$ cat src/rtl/txq_pkg.sv
package txq_pkg;

    typedef enum logic [2:0] {
        S_IDLE,
        S_SEND,
        S_WAIT,
        S_WBACK,
        S_FLUSH
    } rd_state_e;

    function automatic logic [1:0] code_of(rd_state_e s);
        logic [1:0] c;
        unique case (s)
            S_IDLE:  c = 2'b00;
            S_SEND:  c = 2'b01;
            S_WAIT:  c = 2'b10;
            S_WBACK: c = 2'b11;
            S_FLUSH: c = 2'b11;
            default: c = 2'b00;
        endcase
        return c;
    endfunction

endpackage

$ cat src/rtl/txq_store.sv
module txq_store #(
    parameter int DEPTH = 64,
    parameter int DW    = 8
) (
    input  logic          clk,
    input  logic          rst_n,
    input  logic          clear,
    input  logic          wr_en,
    input  logic [DW-1:0] wr_byte,
    input  logic          wr_eof,
    input  logic          rd_en,
    output logic [DW-1:0] rd_byte,
    output logic          rd_eof,
    output logic          full,
    output logic          nempty,
    output logic          has_frame
);
    localparam int AW = $clog2(DEPTH);
    localparam logic [AW:0] LIMIT = (AW+1)'(DEPTH);

    logic [DW:0] mem [DEPTH];
    logic [AW:0] wptr, rptr, count, frames;

    always_ff @(posedge clk) begin
        if (wr_en) mem[wptr[AW-1:0]] <= {wr_eof, wr_byte};
    end

    always_ff @(posedge clk) begin
        if (!rst_n || clear) begin
            wptr   <= '0;
            rptr   <= '0;
            count  <= '0;
            frames <= '0;
        end else begin
            if (wr_en) wptr <= wptr + 1'b1;
            if (rd_en) rptr <= rptr + 1'b1;
            count  <= count + (AW+1)'(wr_en) - (AW+1)'(rd_en);
            frames <= frames + (AW+1)'(wr_en && wr_eof) - (AW+1)'(rd_en && rd_eof);
        end
    end

    always_comb begin
        rd_byte   = mem[rptr[AW-1:0]][DW-1:0];
        rd_eof    = mem[rptr[AW-1:0]][DW];
        full      = (count == LIMIT);
        nempty    = (count != '0);
        has_frame = (frames != '0);
    end

    assert_no_overflow_R7: assert property (@(posedge clk) disable iff (!rst_n)
        count <= LIMIT);
    assert_frames_fit_R8: assert property (@(posedge clk) disable iff (!rst_n)
        frames <= count);

endmodule

$ cat src/rtl/txq_wrtrack.sv
module txq_wrtrack (
    input  logic clk,
    input  logic rst_n,
    input  logic clear,
    input  logic fire,
    input  logic sof,
    input  logic eof,
    output logic active
);
    always_ff @(posedge clk) begin
        if (!rst_n || clear) begin
            active <= 1'b0;
        end else if (fire) begin
            if (eof)      active <= 1'b0;
            else if (sof) active <= 1'b1;
        end
    end

    assert_active_drops_R9: assert property (@(posedge clk) disable iff (!rst_n)
        (fire && eof) |=> !active);

endmodule

$ cat src/rtl/txq_rdfsm.sv
module txq_rdfsm
    import txq_pkg::*;
#(
    parameter int SW = 16
) (
    input  logic          clk,
    input  logic          rst_n,
    input  logic          has_frame,
    input  logic          flush,
    input  logic          tx_ready,
    input  logic          rd_eof,
    input  logic          st_valid,
    input  logic [SW-1:0] st_word,
    output logic          tx_valid,
    output logic          tx_last,
    output logic          rd_en,
    output logic          st_ready,
    output logic          ret_valid,
    output logic [SW-1:0] ret_word,
    output logic [1:0]    code,
    output logic          clear,
    output logic          flushing
);
    rd_state_e state, nxt;
    logic [SW-1:0] held;

    always_ff @(posedge clk) begin
        if (!rst_n) begin
            state <= S_IDLE;
            held  <= '0;
        end else begin
            state <= nxt;
            if (st_valid && st_ready) held <= st_word;
        end
    end

    always_comb begin
        nxt = state;
        unique case (state)
            S_IDLE:  if (flush) nxt = S_FLUSH;
                     else if (has_frame) nxt = S_SEND;
            S_SEND:  if (flush) nxt = S_FLUSH;
                     else if (tx_ready && rd_eof) nxt = S_WAIT;
            S_WAIT:  if (flush) nxt = S_FLUSH;
                     else if (st_valid) nxt = S_WBACK;
            S_WBACK: nxt = S_IDLE;
            S_FLUSH: nxt = S_IDLE;
            default: nxt = S_IDLE;
        endcase
    end

    always_comb begin
        tx_valid  = (state == S_SEND);
        tx_last   = tx_valid && rd_eof;
        rd_en     = tx_valid && tx_ready;
        st_ready  = (state == S_WAIT) && !flush;
        ret_valid = (state == S_WBACK);
        ret_word  = held;
        code      = code_of(state);
        clear     = (state == S_FLUSH);
        flushing  = (state == S_FLUSH);
    end

    assert_wait_after_last_R5: assert property (@(posedge clk) disable iff (!rst_n)
        (tx_valid && tx_ready && tx_last && !flush) |=> (code == 2'b10 && !tx_valid));
    assert_wback_single_R6: assert property (@(posedge clk) disable iff (!rst_n)
        ret_valid |=> (!ret_valid && code == 2'b00));
    assert_wback_word_R6: assert property (@(posedge clk) disable iff (!rst_n)
        (st_valid && st_ready) |=> (ret_valid && ret_word == $past(st_word)));

endmodule

$ cat src/rtl/txq_drain.sv
module txq_drain #(
    parameter int DEPTH = 64,
    parameter int DW    = 8,
    parameter int SW    = 16
) (
    input  logic          clk,
    input  logic          rst_n,
    input  logic          wr_valid,
    output logic          wr_ready,
    input  logic [DW-1:0] wr_data,
    input  logic          wr_sof,
    input  logic          wr_eof,
    output logic          tx_valid,
    input  logic          tx_ready,
    output logic [DW-1:0] tx_data,
    output logic          tx_last,
    input  logic          st_valid,
    output logic          st_ready,
    input  logic [SW-1:0] st_word,
    output logic          ret_valid,
    output logic [SW-1:0] ret_word,
    input  logic          flush,
    output logic [1:0]    rd_status,
    output logic          fifo_full,
    output logic          fifo_nempty,
    output logic          wr_active
);
    logic clear, flushing, rd_en, rd_eof, has_frame, wr_fire;

    assign wr_ready = !fifo_full && !flushing;
    assign wr_fire  = wr_valid && wr_ready;

    txq_store #(.DEPTH(DEPTH), .DW(DW)) u_store (
        .clk(clk), .rst_n(rst_n), .clear(clear),
        .wr_en(wr_fire), .wr_byte(wr_data), .wr_eof(wr_eof),
        .rd_en(rd_en), .rd_byte(tx_data), .rd_eof(rd_eof),
        .full(fifo_full), .nempty(fifo_nempty), .has_frame(has_frame)
    );

    txq_wrtrack u_track (
        .clk(clk), .rst_n(rst_n), .clear(clear),
        .fire(wr_fire), .sof(wr_sof), .eof(wr_eof), .active(wr_active)
    );

    txq_rdfsm #(.SW(SW)) u_fsm (
        .clk(clk), .rst_n(rst_n), .has_frame(has_frame), .flush(flush),
        .tx_ready(tx_ready), .rd_eof(rd_eof), .st_valid(st_valid),
        .st_word(st_word), .tx_valid(tx_valid), .tx_last(tx_last),
        .rd_en(rd_en), .st_ready(st_ready), .ret_valid(ret_valid),
        .ret_word(ret_word), .code(rd_status), .clear(clear),
        .flushing(flushing)
    );

    assert_flush_empties_R10: assert property (@(posedge clk) disable iff (!rst_n)
        (rd_status == 2'b11 && !ret_valid) |=> (rd_status == 2'b00 && !fifo_nempty));
    assert_idle_needs_frame_R3: assert property (@(posedge clk) disable iff (!rst_n)
        (rd_status == 2'b00 && !has_frame) |=> !tx_valid);
    assert_full_blocks_R7: assert property (@(posedge clk) disable iff (!rst_n)
        fifo_full |-> !wr_ready);

endmodule

$ cat config.mk
export PLATFORM = sky130hd
export DESIGN_NAME = txq_drain
export DESIGN_NICKNAME = d
export VERILOG_FILES = /design/src/rtl/txq_pkg.sv /design/src/rtl/txq_store.sv /design/src/rtl/txq_wrtrack.sv /design/src/rtl/txq_rdfsm.sv /design/src/rtl/txq_drain.sv
export SDC_FILE = /design/constraint.sdc
export NUM_CORES = 1
export LEC_CHECK = 0
export CORE_MARGIN = 10
export CORE_UTILIZATION = 55
export CTS_CLUSTER_SIZE = 40
export DETAILED_ROUTE_END_ITERATION = 10
export PLACE_DENSITY = 0.75
export SYNTH_ARGS = -nofsm -noshare
export SYNTH_HDL_FRONTEND = slang
export SYNTH_SLANG_ARGS = --single-unit
export TNS_END_PERCENT = 1
$ cat constraint.sdc
create_clock -name clk -period 3.65 [get_ports clk]
set_clock_uncertainty 0.1 [all_clocks]
set_input_delay 0.73 -clock clk [delete_from_list [all_inputs] [get_ports clk]]
set_output_delay 0.73 -clock clk [all_outputs]
set_load 0.05 [all_outputs]
==> results of run 1 <==
area by class of cell:
| type | count | area [sq um] | area share |
|---|---|---|---|
| multi-input combinational | 465 | 5830 | 0.202 |
| clock buffer | 68 | 1550 | 0.0537 |
| inverter | 25 | 93.8 | 0.00325 |
| antenna | 1 | 2.50 | 0.0000865 |
| tap | 592 | 741 | 0.0256 |
| sequential | 628 | 18300 | 0.634 |
| clock inverter | 43 | 348 | 0.0120 |
| timing repair buffer | 197 | 2000 | 0.0692 |
state kept, by name, indices dropped and copies added, names as in the netlist, named ones only:
name / cells
u_store.frames: 7
u_fsm.state: 3
u_track.active: 1
u_store.count: 7
u_store.rptr: 6
u_fsm.ret_word: 16
u_store.mem: 576
u_store.wptr: 6
power by group through the flow:
stage	clock (uW)	sequential (uW)	combinational, uW
2_1_floorplan	0	8130	848
3_3_place_gp	0	8130	1280
3_5_place_dp	0	8140	1330
4_1_cts	6070	7990	1440
5_1_grt	6360	7990	1580
6_report	6030	7980	1460
kinds of logic after synthesis:
| kind of cell | synth area share |
|---|---|
| and+or+nand+nor | 0.0326 |
| adders and majority gates | 0.0118 |
| muxes | 0.173 |
| DFF | 0.748 |
| xor gates and xnor gates | 0.00643 |
| buffers and inverters | 0.0164 |
| AOI/OAI and AO/OA | 0.0121 |
layer usage:
metal	vias to the layer above	GRT usage	part of all wire
met2	610	0.348	0.50
met4	0	0.0658	0.028
met5	-	0	0
met1	6452	0.283	0.39
li1	5196	-	-
met3	91	0.0470	0.082
stage by stage:
| step | hold WS [ns] | cell area [sq um] | std cells | util | setup slack (ns) |
|---|---|---|---|---|---|
| 3_3_place_gp | 0.342 | 26400 | 1882 | 0.598 | -0.559 |
| 3_5_place_dp | 0.352 | 26400 | 1882 | 0.598 | -0.629 |
| 4_1_cts | 0.358 | 28900 | 2017 | 0.654 | -0.482 |
| 6_report | 0.356 | 28900 | 2019 | 0.655 | -0.491 |
| 2_1_floorplan | 0.365 | 24500 | 1175 | - | -0.234 |
| 5_1_grt | 0.385 | 28900 | 2018 | 0.655 | -0.620 |
synthesized netlist by cell type (2+ instances only):
| cell | instances | area (sq um) |
|---|---|---|
| edfxtp_1 | 576 | 17300 |
| mux4_2 | 186 | 4190 |
| nor2_1 | 88 | 330 |
| dfxtp_1 | 52 | 1040 |
| nand2_1 | 51 | 191 |
| a21oi_1 | 32 | 160 |
| clkbuf_1 | 24 | 90.1 |
| inv_1 | 24 | 90.1 |
| ha_1 | 20 | 250 |
| buf_2 | 18 | 90.1 |
| xnor2_1 | 9 | 78.8 |
| xor2_1 | 9 | 78.8 |
| buf_6 | 7 | 78.8 |
| nand3_1 | 7 | 35.0 |
| o21ai_0 | 6 | 30.0 |
| buf_1 | 5 | 18.8 |
| nor2b_1 | 5 | 31.3 |
| nor3_1 | 5 | 25.0 |
| a31oi_1 | 4 | 25.0 |
| and2_1 | 4 | 25.0 |
| nand3b_1 | 4 | 30.0 |
| and3_1 | 3 | 18.8 |
| mux2i_1 | 3 | 30.0 |
| nor3b_1 | 3 | 22.5 |
| o21bai_1 | 3 | 22.5 |
| or3_1 | 3 | 18.8 |
| a21o_1 | 2 | 15.0 |
| buf_4 | 2 | 15.0 |
| fa_1 | 2 | 40.0 |
| nand2b_1 | 2 | 12.5 |
| nor4_1 | 2 | 12.5 |
| or3b_2 | 2 | 17.5 |
worst max-delay path by stage:
stage                     from                 to  slack (ns)
after global placement    flop  u_store.frames[6]       -0.56
after floorplan           flop  u_store.frames[6]       -0.23
final                     flop         tx_data[5]       -0.49
after CTS                 flop         tx_data[0]       -0.48
after detailed placement  flop  u_store.frames[6]       -0.63
after global routing      flop  u_store.frames[6]       -0.62
what timing repair did:
action                                  CTS  global route
cloned                                    5             0
pin swaps                                 6             1
gates resized for setup                  55             9
endpoints found under the setup margin   15            14
buffers inserted                         19             1
critical path: cells and delay by family (launching register included):
| kind | cells | cell delay [ns] |
|---|---|---|
| buf+inv | 5 | 0.64 |
| flops | 1 | 0.38 |
| mux | 3 | 1.66 |
==> run_results.csv, run 1 <==
group,metric,value,unit
status,run_status,"complete, but fails checks",
status,violations,"setup timing",
critical_path,worstPathArrival,3.31,ns
layout,post_route_cells_drive_above_1_share,0.314,
timing,rsz_0062_raised_after_global_routing,"true",
run,drv_cap,0,
timing,timing.fmax,241,MHz
clocking,cts_hold_repair.buffers,0,
die,floorplan.die_area,53400,sq um
layout,nFillCells,2831,
clocking,tritoncts,"yes",
die,die_h,231,um
synthesis,postSynth.asyncResetShare,0,
placement,finalWeightedCongestion,0.791,
critical_path,critical-path-slowest-cell,"mux4_2",
routing,routed-via-count,12300,
power,design_power_total,15500,uW
clocking,root_buffer,"clkbuf_16",
die,fp.dieW,231,um
routing,drt_pre_antenna_iters,5,
placement,port-buffer-count,65,
synthesis,mappedNetlistArea,24500,sq um
timing,finalWorstSetupSlack,-0.491,ns
power,seqPwrFrac,0.516,
power,pwr-share-clk,0.389,
worst_hold_path,hold_path_class,"flop to flop",
routing,drcViolationCount,0,
grt,overflow,0,
critical_path,endpoint_kind,"output pin",
critical_path,slowest_delay,0.58,ns
power,power_switching_share,0.229,
worst_hold_path,hold_path.startpoint,"u_fsm.ret_word[5]",
layout,final_cell_mix,"edfxtp_1, mux4_2, buf_4",
clocking,cts_max_path_buffers,3,
timing,period_needed,4.14,ns
timing,fin_crit_share,1.13,
synthesis,yosysWarnings,0,
timing,slew_viol_final,0,
clocking,cts_inserted_buffers,59,
power,internal_power_consumption,11900,uW
critical_path,worst_reg_to_reg_cells,18,
worst_hold_path,timing.hold.worst_path_depth,2,
timing,hold_violations,0,
grt,grt_max_degree,65,
worst_hold_path,hold_path_end,"u_fsm.ret_word[5]",
power,power_switching,3540,uW
layout,layout-area-overhead-vs-synth,18.0,%
power,leakage,0.00914,uW
critical_path,worstReg2RegEnd,"u_store.frames[6]",
synthesis,yosys.cell_types.count,44,
die,io-pin-count,66,
critical_path,worstPathCellList,"buf_12 > buf_12 > buf_16 > buf_12 > mux4_2 > mux4_2 > mux4_2 > buf_8",
timing,transition_at_the_pin_with_the_smallest_max_transition_slack,1.26,ns
synthesis,synth.avg_cell_area,20.9,sq um
clocking,cts.htree.levels,2,
routing,wire_per_inst,27.8,um
layout,final_nets,1430,
clocking,numClockSinks,628,
routing,antenna_left,0,
die,start_util,0.556,
grt,grt_use_total,0.213,
critical_path,worst-path-max-fanout,6,
die,rows,77,
routing,dr.first_iter.drc_count,1450,
synthesis,netlist_instances,1175,
synthesis,syn_nets,1229,
die,floorplan.core_area,44100,sq um
timing,finalSetupViolations,12,
synthesis,synth_seq_area_share,0.748,
critical_path,cp.required,2.82,ns
critical_path,path_class,"flop to output pin",
power,power_density,535,nW/um^2
critical_path,cp-start-kind,"flop",
power,vdd.ir_drop.worst,0.420,mV
grt,number_of_global_route_vias_before_repair,12900,
clocking,clkLatencyLatePin,0.63,ns
synthesis,synthFlopType,"edfxtp_1",
grt,initial_antenna_violation_count,0,
routing,vias_per_cell,6.12,
routing,totalWireLength,56000,um
clocking,clk_pin_slew,0.07,ns
timing,worst_slew_margin_rel,0.160,
synthesis,ys_seq_elements,628,
placement,hpwl,33100,um
grt,grt_first_pass_wirelength,84500,um
layout,layout.cells.most_common,"edfxtp_1",
power,combinationalPowerShare,0.095,
critical_path,regToRegSetupSlack,-0.40,ns
synthesis,synth_edf_count,576,
timing,timing.setup.tns,-4.34,ns
Note: power is estimated with default switching activity, not from simulation.
==> inputs of run 2 (changes only) <==
--- a/config.mk
+++ b/config.mk
@@ -5,6 +5,7 @@
 export SDC_FILE = /design/constraint.sdc
 export NUM_CORES = 1
 export LEC_CHECK = 0
+export CAP_MARGIN = 5
 export CORE_MARGIN = 10
 export CORE_UTILIZATION = 55
 export CTS_CLUSTER_SIZE = 40
==> results of run 2 <==
The final DEF is identical to that of run 1; final timing and power are the same.
